**src/rtl/fbdiv_pkg.sv**
```systemverilog
// Shared constants and types for the fractional feedback divider.
// Assumes a fixed third-order modulator whose correction fits in 4 signed bits.
package fbdiv_pkg;
    localparam int MASH_ORDER = 3;
    localparam int OFF_W      = 4;
    typedef logic signed [OFF_W-1:0] offset_t;
endpackage

```
**src/rtl/fbdiv_acc.sv**
```systemverilog
// One first-order accumulator stage of the cascaded modulator.
// The next sum and its carry are visible combinationally; the stored sum
// advances only when en is high. Assumes addend is already aligned to W bits.
module fbdiv_acc #(
    parameter int W = 19
) (
    input  logic         clk,
    input  logic         rst_n,
    input  logic         en,
    input  logic [W-1:0] addend,
    output logic [W-1:0] sum_nxt,
    output logic         carry
);
    logic [W-1:0] sum_q;
    logic [W:0]   total;

    // Full-width add to expose the overflow bit as the stage carry.
    always_comb begin
        total   = {1'b0, sum_q} + {1'b0, addend};
        sum_nxt = total[W-1:0];
        carry   = total[W];
    end

    // Store the running sum once per modulator step.
    always_ff @(posedge clk) begin
        if (!rst_n)
            sum_q <= '0;
        else if (en)
            sum_q <= sum_nxt;
    end
endmodule

```
**src/rtl/fbdiv_mash3.sv**
```systemverilog
// Third-order cascaded modulator (three first-order stages in series).
// Each stage integrates the residue of the stage before it. The carries are
// recombined through first and second differences, so the correction stays in
// -3..+4 and its mean equals x / 2^ACC_W. The output is combinational from the
// current state and x; the state advances when adv is high.
module fbdiv_mash3
    import fbdiv_pkg::*;
#(
    parameter int ACC_W = 19
) (
    input  logic             clk,
    input  logic             rst_n,
    input  logic             adv,
    input  logic [ACC_W-1:0] x,
    output offset_t          off
);
    logic [ACC_W-1:0]      feed [MASH_ORDER+1];
    logic [MASH_ORDER-1:0] cy;
    logic                  c2_d, c3_d, c3_dd;

    assign feed[0] = x;

    genvar g;
    generate
        for (g = 0; g < MASH_ORDER; g++) begin : g_stage
            fbdiv_acc #(.W(ACC_W)) acc_i (
                .clk    (clk),
                .rst_n  (rst_n),
                .en     (adv),
                .addend (feed[g]),
                .sum_nxt(feed[g+1]),
                .carry  (cy[g])
            );
        end
    endgenerate

    // Delay the carries of the second and third stages for the difference terms.
    always_ff @(posedge clk) begin
        if (!rst_n) begin
            c2_d  <= 1'b0;
            c3_d  <= 1'b0;
            c3_dd <= 1'b0;
        end else if (adv) begin
            c2_d  <= cy[1];
            c3_d  <= cy[2];
            c3_dd <= c3_d;
        end
    end

    // Noise-cancelling recombination: c1 + d(c2) + d2(c3).
    always_comb begin
        off = offset_t'({{(OFF_W-1){1'b0}}, cy[0]})
            + offset_t'({{(OFF_W-1){1'b0}}, cy[1]})
            - offset_t'({{(OFF_W-1){1'b0}}, c2_d})
            + offset_t'({{(OFF_W-1){1'b0}}, cy[2]})
            - offset_t'({{(OFF_W-2){1'b0}}, c3_d, 1'b0})
            + offset_t'({{(OFF_W-1){1'b0}}, c3_dd});
    end
endmodule

```
**src/rtl/fbdiv_counter.sv**
```systemverilog
// Reloadable down-counter that sets the length of one output period.
// tc is high on the last clock of a period, and the counter reloads
// load_val-1 on that same edge, so no cycle is lost between periods.
// Assumes load_val is at least 1.
module fbdiv_counter #(
    parameter int W = 8
) (
    input  logic         clk,
    input  logic         rst_n,
    input  logic [W-1:0] load_val,
    output logic         tc
);
    logic [W-1:0] cnt_q;

    assign tc = (cnt_q == '0);

    // Count down and reload at the terminal count.
    always_ff @(posedge clk) begin
        if (!rst_n)
            cnt_q <= '0;
        else if (tc)
            cnt_q <= load_val - 1'b1;
        else
            cnt_q <= cnt_q - 1'b1;
    end
endmodule

```
**src/rtl/frac_fb_divider.sv**
```systemverilog
// Fractional-N feedback divider. At each period boundary it samples the
// integer setting, the fraction and the mode, forms the next ratio from the
// integer setting and the modulator correction (clamped to at least 1), and
// reloads the counter. The modulator sees {frac_val,1} over 2^(FRAC_W+1),
// which adds half a fraction step to the mean. Assumes int_val >= 4 in
// fractional mode if the mean is to be exact.
module frac_fb_divider
    import fbdiv_pkg::*;
#(
    parameter int INT_W  = 7,
    parameter int FRAC_W = 18
) (
    input  logic              clk,
    input  logic              rst_n,
    input  logic [INT_W-1:0]  int_val,
    input  logic [FRAC_W-1:0] frac_val,
    input  logic              int_only,
    output logic              div_pulse,
    output logic [INT_W:0]    cur_ratio
);
    localparam int ACC_W   = FRAC_W + 1;
    localparam int RATIO_W = INT_W + 1;
    localparam int SUM_W   = INT_W + 2;

    logic                      tc;
    logic                      adv;
    offset_t                   off;
    logic signed [SUM_W-1:0]   sum_s;
    logic [RATIO_W-1:0]        next_ratio;
    logic [RATIO_W-1:0]        ratio_q;

    assign adv = tc & ~int_only;

    fbdiv_mash3 #(.ACC_W(ACC_W)) mod_i (
        .clk  (clk),
        .rst_n(rst_n),
        .adv  (adv),
        .x    ({frac_val, 1'b1}),
        .off  (off)
    );

    // Form the next ratio: the integer setting alone, or plus the correction, floored at 1.
    always_comb begin
        sum_s = $signed({2'b00, int_val})
              + $signed({{(SUM_W-OFF_W){off[OFF_W-1]}}, off});
        if (int_only) begin
            next_ratio = {1'b0, int_val};
            if (int_val == '0)
                next_ratio = RATIO_W'(1);
        end else begin
            next_ratio = sum_s[RATIO_W-1:0];
            if (sum_s < $signed(SUM_W'(1)))
                next_ratio = RATIO_W'(1);
        end
    end

    fbdiv_counter #(.W(RATIO_W)) cnt_i (
        .clk     (clk),
        .rst_n   (rst_n),
        .load_val(next_ratio),
        .tc      (tc)
    );

    // Record the ratio of the period that starts at each boundary.
    always_ff @(posedge clk) begin
        if (!rst_n)
            ratio_q <= RATIO_W'(1);
        else if (tc)
            ratio_q <= next_ratio;
    end

    assign div_pulse = tc;
    assign cur_ratio = ratio_q;
endmodule

```
**config.mk**
```make
export PLATFORM = sky130hd
export DESIGN_NAME = frac_fb_divider
export DESIGN_NICKNAME = d
export VERILOG_FILES = /design/src/rtl/fbdiv_pkg.sv /design/src/rtl/fbdiv_acc.sv /design/src/rtl/fbdiv_mash3.sv /design/src/rtl/fbdiv_counter.sv /design/src/rtl/frac_fb_divider.sv
export SDC_FILE = /design/constraint.sdc
export NUM_CORES = 1
export LEC_CHECK = 0
export BUFFER_PORTS_ARGS = -buffer_cell sky130_fd_sc_hd__buf_2
export CORE_MARGIN = 8
export CORE_UTILIZATION = 50
export CTS_BUF_LIST = sky130_fd_sc_hd__clkbuf_2 sky130_fd_sc_hd__clkbuf_4 sky130_fd_sc_hd__clkbuf_8
export DETAILED_ROUTE_END_ITERATION = 12
export PLACE_DENSITY = 0.7
export SLEW_MARGIN = 10
export SYNTH_ARGS = -nofsm -noshare
export SYNTH_HDL_FRONTEND = slang
export SYNTH_HIERARCHICAL = 1
export SYNTH_SLANG_ARGS = --single-unit
```
**constraint.sdc**
```tcl
create_clock -name clk -period 9.1 [get_ports clk]
set_input_delay 1.82 -clock clk [delete_from_list [all_inputs] [get_ports clk]]
set_output_delay 1.82 -clock clk [all_outputs]
set_load 0.05 [all_outputs]
```
==> results of run 1 <==
==> layout by cell type (no fill, tap or decap), types with 6 or more instances in the layout <==
cell type,n
dfxtp_1,76
buf_4,65
a21oi_1,63
ha_1,63
nor2_1,48
nand2_1,40
inv_1,37
buf_2,36
mux2i_1,33
nand3_1,31
o21ai_0,29
xnor2_1,28
nor2b_1,24
xor2_1,24
nand4_1,17
a21o_1,15
and3_1,14
clkbuf_8,12
o21ai_1,12
o211ai_1,12
a31oi_1,11
a21oi_2,9
nand3b_1,9
and2_1,9
o21a_1,6
a22oi_2,6
fa_1,6
a31o_1,6
ha_2,6
==> power breakdown <==
part | total [W] | internal [W] | switching, W
Clock | 0.000309 | 0.000176 | 0.000133
Combinational | 0.00187 | 0.000802 | 0.00107
Sequential | 0.000493 | 0.000426 | 0.0000674
==> path summary, 6_finish.rpt <==
kind | startpoint | endpoint | cells after the start
setup / recovery | frac_val[0] | cnt_i/cnt_q[7] | 37
hold / removal | cur_ratio[7] | cur_ratio[7] | 2
setup reg to reg | mod_i/g_stage[0].acc_i/sum_q[0] | cnt_i/cnt_q[7] | 37
hold reg to reg | cur_ratio[7] | cur_ratio[7] | 2
==> flip-flops by register name (all words and copies together) (netlist names) <==
signal	count
cnt_i/cnt_q	8
cur_ratio	8
mod_i/c2_d	1
mod_i/c3_d	1
mod_i/c3_dd	1
mod_i/g_stage.acc_i/sum_q	57
==> worst max-delay path: cells and delay by family <==
| family | cells | cell delay [ns] |
|---|---|---|
| buf+inv | 5 | 0.49 |
| mux | 1 | 0.36 |
| fa+ha+maj | 6 | 2.09 |
| xor+xnor | 3 | 0.52 |
| compound gates | 13 | 2.36 |
| simple gates | 9 | 1.36 |
==> layer usage <==
metal	up-vias	wire (um)	share of wire	GRT usage
met2	122	8213	0.48	0.3428
met3	24	713	0.042	0.03287
met4	0	299	0.017	0.08440
met1	2970	7871	0.46	0.2624
li1	3066	-	-	-
met5	-	0	0	0
==> area by class of cell <==
class | count | area [sq um]
fillers | 1220 | 5303
multi-input cells | 641 | 4946
flip-flops and latches | 76 | 1521
repair buffers | 101 | 668.1
well taps | 176 | 220.2
clock buffers | 12 | 165.2
inverters | 37 | 138.9
clock inverters | 4 | 70.07
==> stage by stage <==
stage               hold WS, ns  utilization  worst slack, ns
global placement         0.4560       0.5555          -0.1468
finish                   0.4699       0.5931           0.3688
global route             0.5163       0.5931         -0.02609
CTS                      0.4751       0.5735           0.1107
floorplan                0.4464            -           0.1296
detailed placement       0.4633       0.5555          -0.2958
==> what timing repair did <==
item,CTS,global route
setup buffers,0,5
gates resized for setup,0,47
setup endpoints to repair,0,7
==> metrics.sh, run 1 <==
CTS.PATH.MAX_BUFFERS=2
SYNTHESIS.AREA_PER_INSTANCE_SQ_UM=8.251
STATUS='finished, final reports clean'
FIN_SKEW_NS=0.01103
TIMING.HOLD.WORST.CLASS='reg -> reg'
ANTENNA_FOUND_INITIAL=0
DPL.HPWL_UM=12950
DETAIL_ROUTE.WIRELENGTH_UM=17100
DRV.MAX_CAP_VIOLATION_COUNT=0
POWER_DENSITY_mW_PER_MM2=345.3
LAST_WEIGHTED_CONGESTION_VALUE_OF_THE_ROUTABILITY_DRIVEN_PLACER=0.9343
WORST_PATH_MOST_REPEATED_CELL='nand2_1'
CRITPATHCAPTURETYPE='register'
REQUIRED_NS=9.37
CLK_LATENCY_NS=0.36
FIN_CRIT_SH=0.9595
NUM_IO_PINS=37
FIRST_PASS_ITERS=5
PLACE_AREA_SQ_MM=0.007239
TIMING.FINAL.MAX_SLEW_VIOLATIONS=0
DIE_W_UM=130.5
VIA_PER_INST=5.904
R2R_SETUP_SLACK_NS=1.44
FIRST_GLOBAL_VIAS=6064
FINALSETUPVIOLCOUNT=0
POSTROUTEANTENNANETS=0
CTS.ROOT.BUFFER_CELL='clkbuf_8'
TRITONCTS='done'
DESIGN.DIE.AREA_SQ_MM=0.01702
SYNTH.NET_COUNT=900
DIE_HEIGHT_UM=130.5
REPORT.FINAL.HOLD_VIOL_COUNT=0
AVGROUTEDWIREPERCELL_UM=16.33
NUMBER_OF_INPUT_AND_OUTPUT_PORT_BUFFERS_INSERTED=36
DIODES=0
GRT_MAX_DEGREE=94
SYN_AREA_SQ_MM=0.006551
GRT_PASS1_WL_UM=28500
TIMING_WORST_SETUP_PATH_TYPE='in -> reg'
POWER.LEAKAGE_nW=3.382
GROUTE.USAGE.OVERALL=0.2066
MAX_FREQ_MHz=114.5
INITIAL_CORE_UTIL=0.5027
TOTAL_POWER_W=0.002669
NETLIST_INSTANCES=794
GRT_OVERFLOW_TOTAL=0
WORST-ENDPOINT-ARRIVAL_NS=9.00
CRIT_PATH_START_KIND='input pin'
COREAREA_SQ_MM=0.01303
CRITPATHSLOWESTCELL='or4_1'
YS.WARNINGS.COUNT=6
MAX_SLEW_MARGIN=0.3741
PLACEMENT_ROWS=42
CTS_HOLD_REPAIR.BUFFERS=0
DETAIL_ROUTE.DRC_VIOLATIONS=0
FIN_CRIT_NS=8.731
NUMCTSBUFFERS=9
PEAK_SUPPLY_DROP_V=0.0002005
LAYOUT.CELL_AREA.NON_FILLER_SQ_MM=0.007730
SYN_TO_FINAL_GROWTH_PCT=17.99
FINAL.SETUP.TNS_NS=0
WORSTPATHMAXFANOUT=7
NNETSFINAL=972
WORST_PATH_LARGEST_CELL_DELAY_NS=0.55
DETAILEDROUTE.FIRSTITERATIONVIOLATIONS=390
CLOCK_SINKS=76
DRIVE_GT1_FRAC=0.2067
FINALNONFILLERCELLS=1047
HTREE_NUM_LEVELS=3
TIMING_WORST_SLEW_PIN_VALUE_NS=0.9368
PLACE.DETAILED.INSTANCES=1026
CTS.REPORTEDPATHS.CLKPINSLEW_NS=0.08
VIAS=6182
No activity file was read; power rests on OpenSTA's default activity.
==> inputs of run 2 (changes only) <==
--- a/config.mk
+++ b/config.mk
@@ -5,10 +5,12 @@
 export SDC_FILE = /design/constraint.sdc
 export NUM_CORES = 1
 export LEC_CHECK = 0
+export ABC_AREA = 1
 export BUFFER_PORTS_ARGS = -buffer_cell sky130_fd_sc_hd__buf_2
 export CORE_MARGIN = 8
 export CORE_UTILIZATION = 50
 export CTS_BUF_LIST = sky130_fd_sc_hd__clkbuf_2 sky130_fd_sc_hd__clkbuf_4 sky130_fd_sc_hd__clkbuf_8
+export CTS_CLUSTER_DIAMETER = 50
 export DETAILED_ROUTE_END_ITERATION = 12
 export PLACE_DENSITY = 0.7
 export SLEW_MARGIN = 10
==> run 2 against run 1 <==
Cell area increased by 0.23%. Core utilization decreased by 5.4 points. Clock power decreased by 3%. Critical endpoint is now cnt_i/cnt_q[4].
==> metrics.sh, run 2 <==
STATUS='finished, final reports clean'
CTS.ROOT.BUFFER_CELL='clkbuf_8'
POWER_DENSITY_mW_PER_MM2=379.6
PEAK_SUPPLY_DROP_V=0.0002288
TRITONCTS='done'
RR_STARTPOINT='mod_i/g_stage[0].acc_i/sum_q[0]'
PLACE_WS_NS=0.3588
NUMBER_OF_INPUT_AND_OUTPUT_PORT_BUFFERS_INSERTED=36
WORST-ENDPOINT-ARRIVAL_NS=8.63
WORST_PATH_LARGEST_CELL_DELAY_NS=0.52
AVGROUTEDWIREPERCELL_UM=12.08
SETUP_SLACK_NS=0.7376
NNETSFINAL=1328
CRITPATHSLOWESTCELL='fa_1'
YS.WARNINGS.COUNT=6
CTS.PATH.MAX_BUFFERS=2
MAX_SLEW_MARGIN=0.5190
INITIAL_CORE_UTIL=0.5046
CTS_HOLD_REPAIR.BUFFERS=0
TIMING.FINAL.MAX_SLEW_VIOLATIONS=0
COREAREA_SQ_MM=0.01437
GROUTE.USAGE.OVERALL=0.1900
DETAIL_ROUTE.DRC_VIOLATIONS=0
WORST_R2R_PATH_DEPTH=42
FINALSETUPVIOLCOUNT=0
ANTENNA_FOUND_INITIAL=0
MAX_FREQ_MHz=119.6
GRT_PASS1_WL_UM=28820
REGMOSTFLOPS='mod_i/g_stage.acc_i/sum_q'
REPORT.FINAL.HOLD_VIOL_COUNT=0
LAST_WEIGHTED_CONGESTION_VALUE_OF_THE_ROUTABILITY_DRIVEN_PLACER=0.9048
R2R_SETUP_SLACK_NS=1.79
NUMCTSBUFFERS=9
CTS_REPAIR_RESIZE_COUNT=0
LAYOUT.CELLS.MOST_COMMON='nand2_1'
FIRST_PASS_ITERS=5
DPL.HPWL_UM=13260
NETLIST_INSTANCES=1193
NUM_IO_PINS=37
DETAIL_ROUTE.WIRELENGTH_UM=17040
DRIVE_GT1_FRAC=0.09535
SYN_TO_FINAL_GROWTH_PCT=6.851
TIMING_WORST_SLEW_PIN_VALUE_NS=0.7198
SYNTH.NET_COUNT=1299
DIE_HEIGHT_UM=136.4
LARGEST_REGISTER_FF_COUNT=57
FIN_SKEW_NS=0.01639
POSTCTSSETUPBUFFERS=0
MIN_DELAY_PATH_DEPTH=2
DESIGN.DIE.AREA_SQ_MM=0.01861
FINAL.SETUP.TNS_NS=0
TIMING.HOLD.WORST.CLASS='reg -> reg'
GRT_MAX_DEGREE=63
WORSTPATHMAXFANOUT=8
SYN_AREA_SQ_MM=0.007251
RSZ0062_AT_GRT='no'
CRITPATHCAPTURETYPE='register'
VIAS=6917
FIN_CRIT_NS=8.362
TIMING_WORST_SETUP_PATH_TYPE='in -> reg'
POSTROUTEANTENNANETS=0
HTREE_NUM_LEVELS=3
N_FILL_CELL=1469
CLK_LATENCY_NS=0.38
SYNTHESIS.AREA_PER_INSTANCE_SQ_UM=6.078
CLOCK_SINKS=76
CRIT_PATH_START_KIND='input pin'
PLACEMENT_ROWS=44
DIODES=0
DETAILEDROUTE.FIRSTITERATIONVIOLATIONS=417
DRV.MAX_CAP_VIOLATION_COUNT=0
GRT_OVERFLOW_TOTAL=0
TERMINATING_PIN_OF_THE_WORST_HOLD_PATH='cur_ratio[0]'
MOST-COMMON-LAYOUT-CELLS='313 x nand2_1, 202 x nor2_1, 189 x inv_1'
WORST_PATH_MOST_REPEATED_CELL='nand2_1'
FIN_CRIT_SH=0.9189
VIA_PER_INST=4.902
WORST_R2R_ENDPOINT='cnt_i/cnt_q[4]'
FIRST_GLOBAL_VIAS=6246
REQUIRED_NS=9.36
CTS.REPORTEDPATHS.CLKPINSLEW_NS=0.08
DIE_W_UM=136.4
POWER.LEAKAGE_nW=4.617
WORST_HOLD_STARTPOINT='cur_ratio[0]'
-- run 2: per-stage QoR --
step	total power [W]	hold slack (ns)	instances	util	area (sq um)
floorplan	0.002253	0.4530	1193	-	7251
global placement	0.002620	0.4536	1395	0.5235	7522
detailed placement	0.002638	0.4515	1395	0.5235	7522
CTS	0.002959	0.4720	1411	0.5392	7747
global route	0.003292	0.5291	1411	0.5392	7747
finish	0.002941	0.4668	1411	0.5392	7747
-- run 2: where the power goes --
part	leakage, nW	switching [W]	internal, W	total (W)
Clock	0.113	0.000132	0.000168	0.000299
Combinational	3.88	0.00141	0.000734	0.00214
Sequential	0.621	0.0000620	0.000439	0.000501
-- run 2: worst max path at each step --
stage / from / slack, ns / endpoint / depth (start not counted)
after floorplan: frac_val[0] / 1.30 / cnt_i/cnt_q[4] / 41
after global placement: frac_val[0] / 0.49 / cnt_i/cnt_q[4] / 42
after detailed placement: frac_val[0] / 0.36 / cnt_i/cnt_q[4] / 42
after CTS: frac_val[0] / 0.75 / cnt_i/cnt_q[4] / 42
after global routing: frac_val[0] / 0.08 / cnt_i/cnt_q[6] / 45
final: frac_val[0] / 0.74 / cnt_i/cnt_q[4] / 42
-- run 2: layer usage --
layer	wire length, um	vias up	track usage
li1	-	3777	-
met1	8688	3032	0.2533
met2	7394	88	0.3055
met3	686	20	0.03215
met4	270	0	0.05979
met5	0	-	0
-- run 2: cell type report --
cell class	instances	area (sq um)	share of cell area
timing repair buffer	38	195.2	0.02519
clock buffer	12	152.6	0.01970
tap	184	230.2	0.02972
clock inverter	4	72.57	0.009367
sequential	76	1521	0.1964
inverter	195	732.0	0.09448
multi-input combinational	902	4843	0.6252
-- run 2: worst max-delay path, delay by kind of cell --
| family | cells | cell delay [ns] |
|---|---|---|
| AO/OA/AOI/OAI | 7 | 1.11 |
| XOR/XNOR | 1 | 0.28 |
| adder cells (fa/ha/maj) | 7 | 2.54 |
| AND/OR/NAND/NOR | 21 | 2.44 |
| buffers and inverters | 6 | 0.46 |
==> inputs of run 3 (changes only) <==
--- a/config.mk
+++ b/config.mk
@@ -12,7 +12,7 @@
 export CTS_BUF_LIST = sky130_fd_sc_hd__clkbuf_2 sky130_fd_sc_hd__clkbuf_4 sky130_fd_sc_hd__clkbuf_8
 export CTS_CLUSTER_DIAMETER = 50
 export DETAILED_ROUTE_END_ITERATION = 12
-export PLACE_DENSITY = 0.7
+export PLACE_DENSITY = 0.67
 export SLEW_MARGIN = 10
 export SYNTH_ARGS = -nofsm -noshare
 export SYNTH_HDL_FRONTEND = slang
==> constraint.sdc (replaced) <==
create_clock -name clk -period 9.5 [get_ports clk]
set_input_delay 1.9 -clock clk [delete_from_list [all_inputs] [get_ports clk]]
set_output_delay 1.9 -clock clk [all_outputs]
set_load 0.05 [all_outputs]
==> run 3 against run 2 <==
Routed wire length increased by 1.6%. Worst hold slack improved by 0.019 ns. Sequential power decreased by 4.2%. Clock skew decreased by 0.0039 ns. Die area unchanged. Non-clock buffer count increased by 1. Final cell count about the same. Register-to-register slack improved by 0.43 ns. Global-route usage increased by 0.48 points. Via count increased by 0.93%. Critical endpoint unchanged.
==> metrics.sh, run 3 (synthesis results as in run 2) <==
VIA_PER_INST=4.944
MAX_FREQ_MHz=118.6
DRIVE_GT1_FRAC=0.09609
POSTCTSSETUPBUFFERS=0
GROUTE.USAGE.OVERALL=0.1948
INITIAL_CORE_UTIL=0.5046
DETAILEDROUTE.FIRSTITERATIONVIOLATIONS=440
WORST_PATH_MOST_REPEATED_CELL='nand2_1'
FINALSETUPVIOLCOUNT=0
TOTAL_POWER_W=0.002818
ANTENNA_FOUND_INITIAL=0
FINAL.SETUP.TNS_NS=0
DPL.HPWL_UM=13610
NUMBER_OF_INPUT_AND_OUTPUT_PORT_BUFFERS_INSERTED=36
DIE_HEIGHT_UM=136.4
VIAS=6981
WORSTPATHMAXFANOUT=8
FINALNONFILLERCELLS=1412
TIMING_WORST_SLEW_PIN_VALUE_NS=0.6145
TIMING_WORST_SETUP_PATH_TYPE='in -> reg'
WORST_HOLD_SLACK_ACROSS_ALL_ENDPOINTS_NS=0.4861
TIMING.HOLD.WORST.CLASS='reg -> reg'
GRT_PASS1_WL_UM=29840
LAST_WEIGHTED_CONGESTION_VALUE_OF_THE_ROUTABILITY_DRIVEN_PLACER=0.9067
FIRST_PASS_ITERS=5
CRITPATHCAPTURETYPE='register'
POWER_DENSITY_mW_PER_MM2=364.0
LAYOUT.CELLS.MOST_COMMON='nand2_1'
CTS.ROOT.BUFFER_CELL='clkbuf_8'
DRV.MAX_CAP_VIOLATION_COUNT=0
COREAREA_SQ_MM=0.01437
CTS.PATH.MAX_BUFFERS=2
DETAIL_ROUTE.DRC_VIOLATIONS=0
LARGEST_REGISTER_FF_COUNT=57
AVGROUTEDWIREPERCELL_UM=12.26
N_FILL_CELL=1499
WORST_PATH_LARGEST_CELL_DELAY_NS=0.52
CTS_REPAIR_RESIZE_COUNT=0
RSZ0062_AT_GRT='no'
STATUS='finished, final reports clean'
MOST-COMMON-LAYOUT-CELLS='313 x nand2_1, 202 x nor2_1, 189 x inv_1'
TIMING.CRITICAL_PATH.MAX_DELAY_FAMILY='adder cells'
GRT_OVERFLOW_TOTAL=0
PEAK_SUPPLY_DROP_V=0.0002139
TRITONCTS='done'
CRITPATHSLOWESTCELL='fa_1'
REGMOSTFLOPS='mod_i/g_stage.acc_i/sum_q'
PLACE.DETAILED.INSTANCES=1396
NUMCTSBUFFERS=9
MET3WIRELENGTH_UM=726
WORST-ENDPOINT-ARRIVAL_NS=8.70
WL_MET2_UM=7789
CRIT_PATH_START_KIND='input pin'
REPORT.FINAL.HOLD_VIOL_COUNT=0
FIN_CRIT_SH=0.8875
FIN_CRIT_NS=8.431
CTS.REPORTEDPATHS.CLKPINSLEW_NS=0.09
REQUIRED_NS=9.77
ROUTED.TOP_LAYER='met4'
SYN_TO_FINAL_GROWTH_PCT=6.747
POSTROUTEANTENNANETS=0
DIODES=0
GRT_MAX_DEGREE=47
TIMING.FINAL.MAX_SLEW_VIOLATIONS=0
DIE_W_UM=136.4
FIRST_GLOBAL_VIAS=6401
DETAIL_ROUTE.WIRELENGTH_UM=17320
MAX_SLEW_MARGIN=0.5878
CLOCK_SINKS=76
CTS_HOLD_REPAIR.BUFFERS=0
R2R_SETUP_SLACK_NS=2.22
NUM_IO_PINS=37
CLK_LATENCY_NS=0.37
CRIT_BUF_INV=6
WL_MET1_UM=8605
PLACEMENT_ROWS=44
HTREE_NUM_LEVELS=3
POWER.LEAKAGE_nW=4.611
NNETSFINAL=1329
FIN_SKEW_NS=0.01248
DESIGN.DIE.AREA_SQ_MM=0.01861
-- run 3: worst paths after layout --
kind	startpoint	to	depth (start not counted)
max	frac_val[0]	cnt_i/cnt_q[4]	42
min	mod_i/c2_d	mod_i/c2_d	2
max reg2reg	mod_i/g_stage[0].acc_i/sum_q[0]	cnt_i/cnt_q[4]	42
min reg2reg	mod_i/c2_d	mod_i/c2_d	2
-- run 3: area by class of cell --
| class | count | area, sq um | share of cell area |
|---|---|---|---|
| multi-input combinational | 902 | 4843 | 0.6258 |
| inverter | 195 | 732.0 | 0.09457 |
| timing repair buffer | 39 | 202.7 | 0.02619 |
| sequential | 76 | 1521 | 0.1966 |
| clock inverter | 5 | 58.81 | 0.007598 |
| clock buffer | 11 | 151.4 | 0.01956 |
| tap | 184 | 230.2 | 0.02974 |
-- run 3: through the flow --
stage / setup slack, ns / area, sq um / util
floorplan: 1.618 / 7251 / -
global placement: 0.7327 / 7530 / 0.5240
detailed placement: 0.7121 / 7530 / 0.5240
finish: 1.069 / 7740 / 0.5387
CTS: 1.092 / 7740 / 0.5387
global route: 0.4188 / 7740 / 0.5387
-- run 3: worst reg2reg max path, delay by kind of cell, from the launching register on --
family / cells / cell delay [ns]
adder cells (fa/ha/maj): 8 / 2.74
AND/OR/NAND/NOR: 21 / 2.41
AO/OA/AOI/OAI: 7 / 1.12
buffers and inverters: 5 / 0.33
flip-flops: 1 / 0.31
XOR/XNOR: 1 / 0.26
-- run 3: report_power, final --
part           switching, W  internal [W]
clock              0.000134      0.000136
combinational       0.00136      0.000706
sequential        0.0000596      0.000421
-- run 3: metal layers --
metal / GRT usage / vias up
li1: - / 3777
met1: 0.2612 / 3045
met2: 0.3230 / 140
met3: 0.02180 / 19
met4: 0.05369 / 0
met5: 0 / -
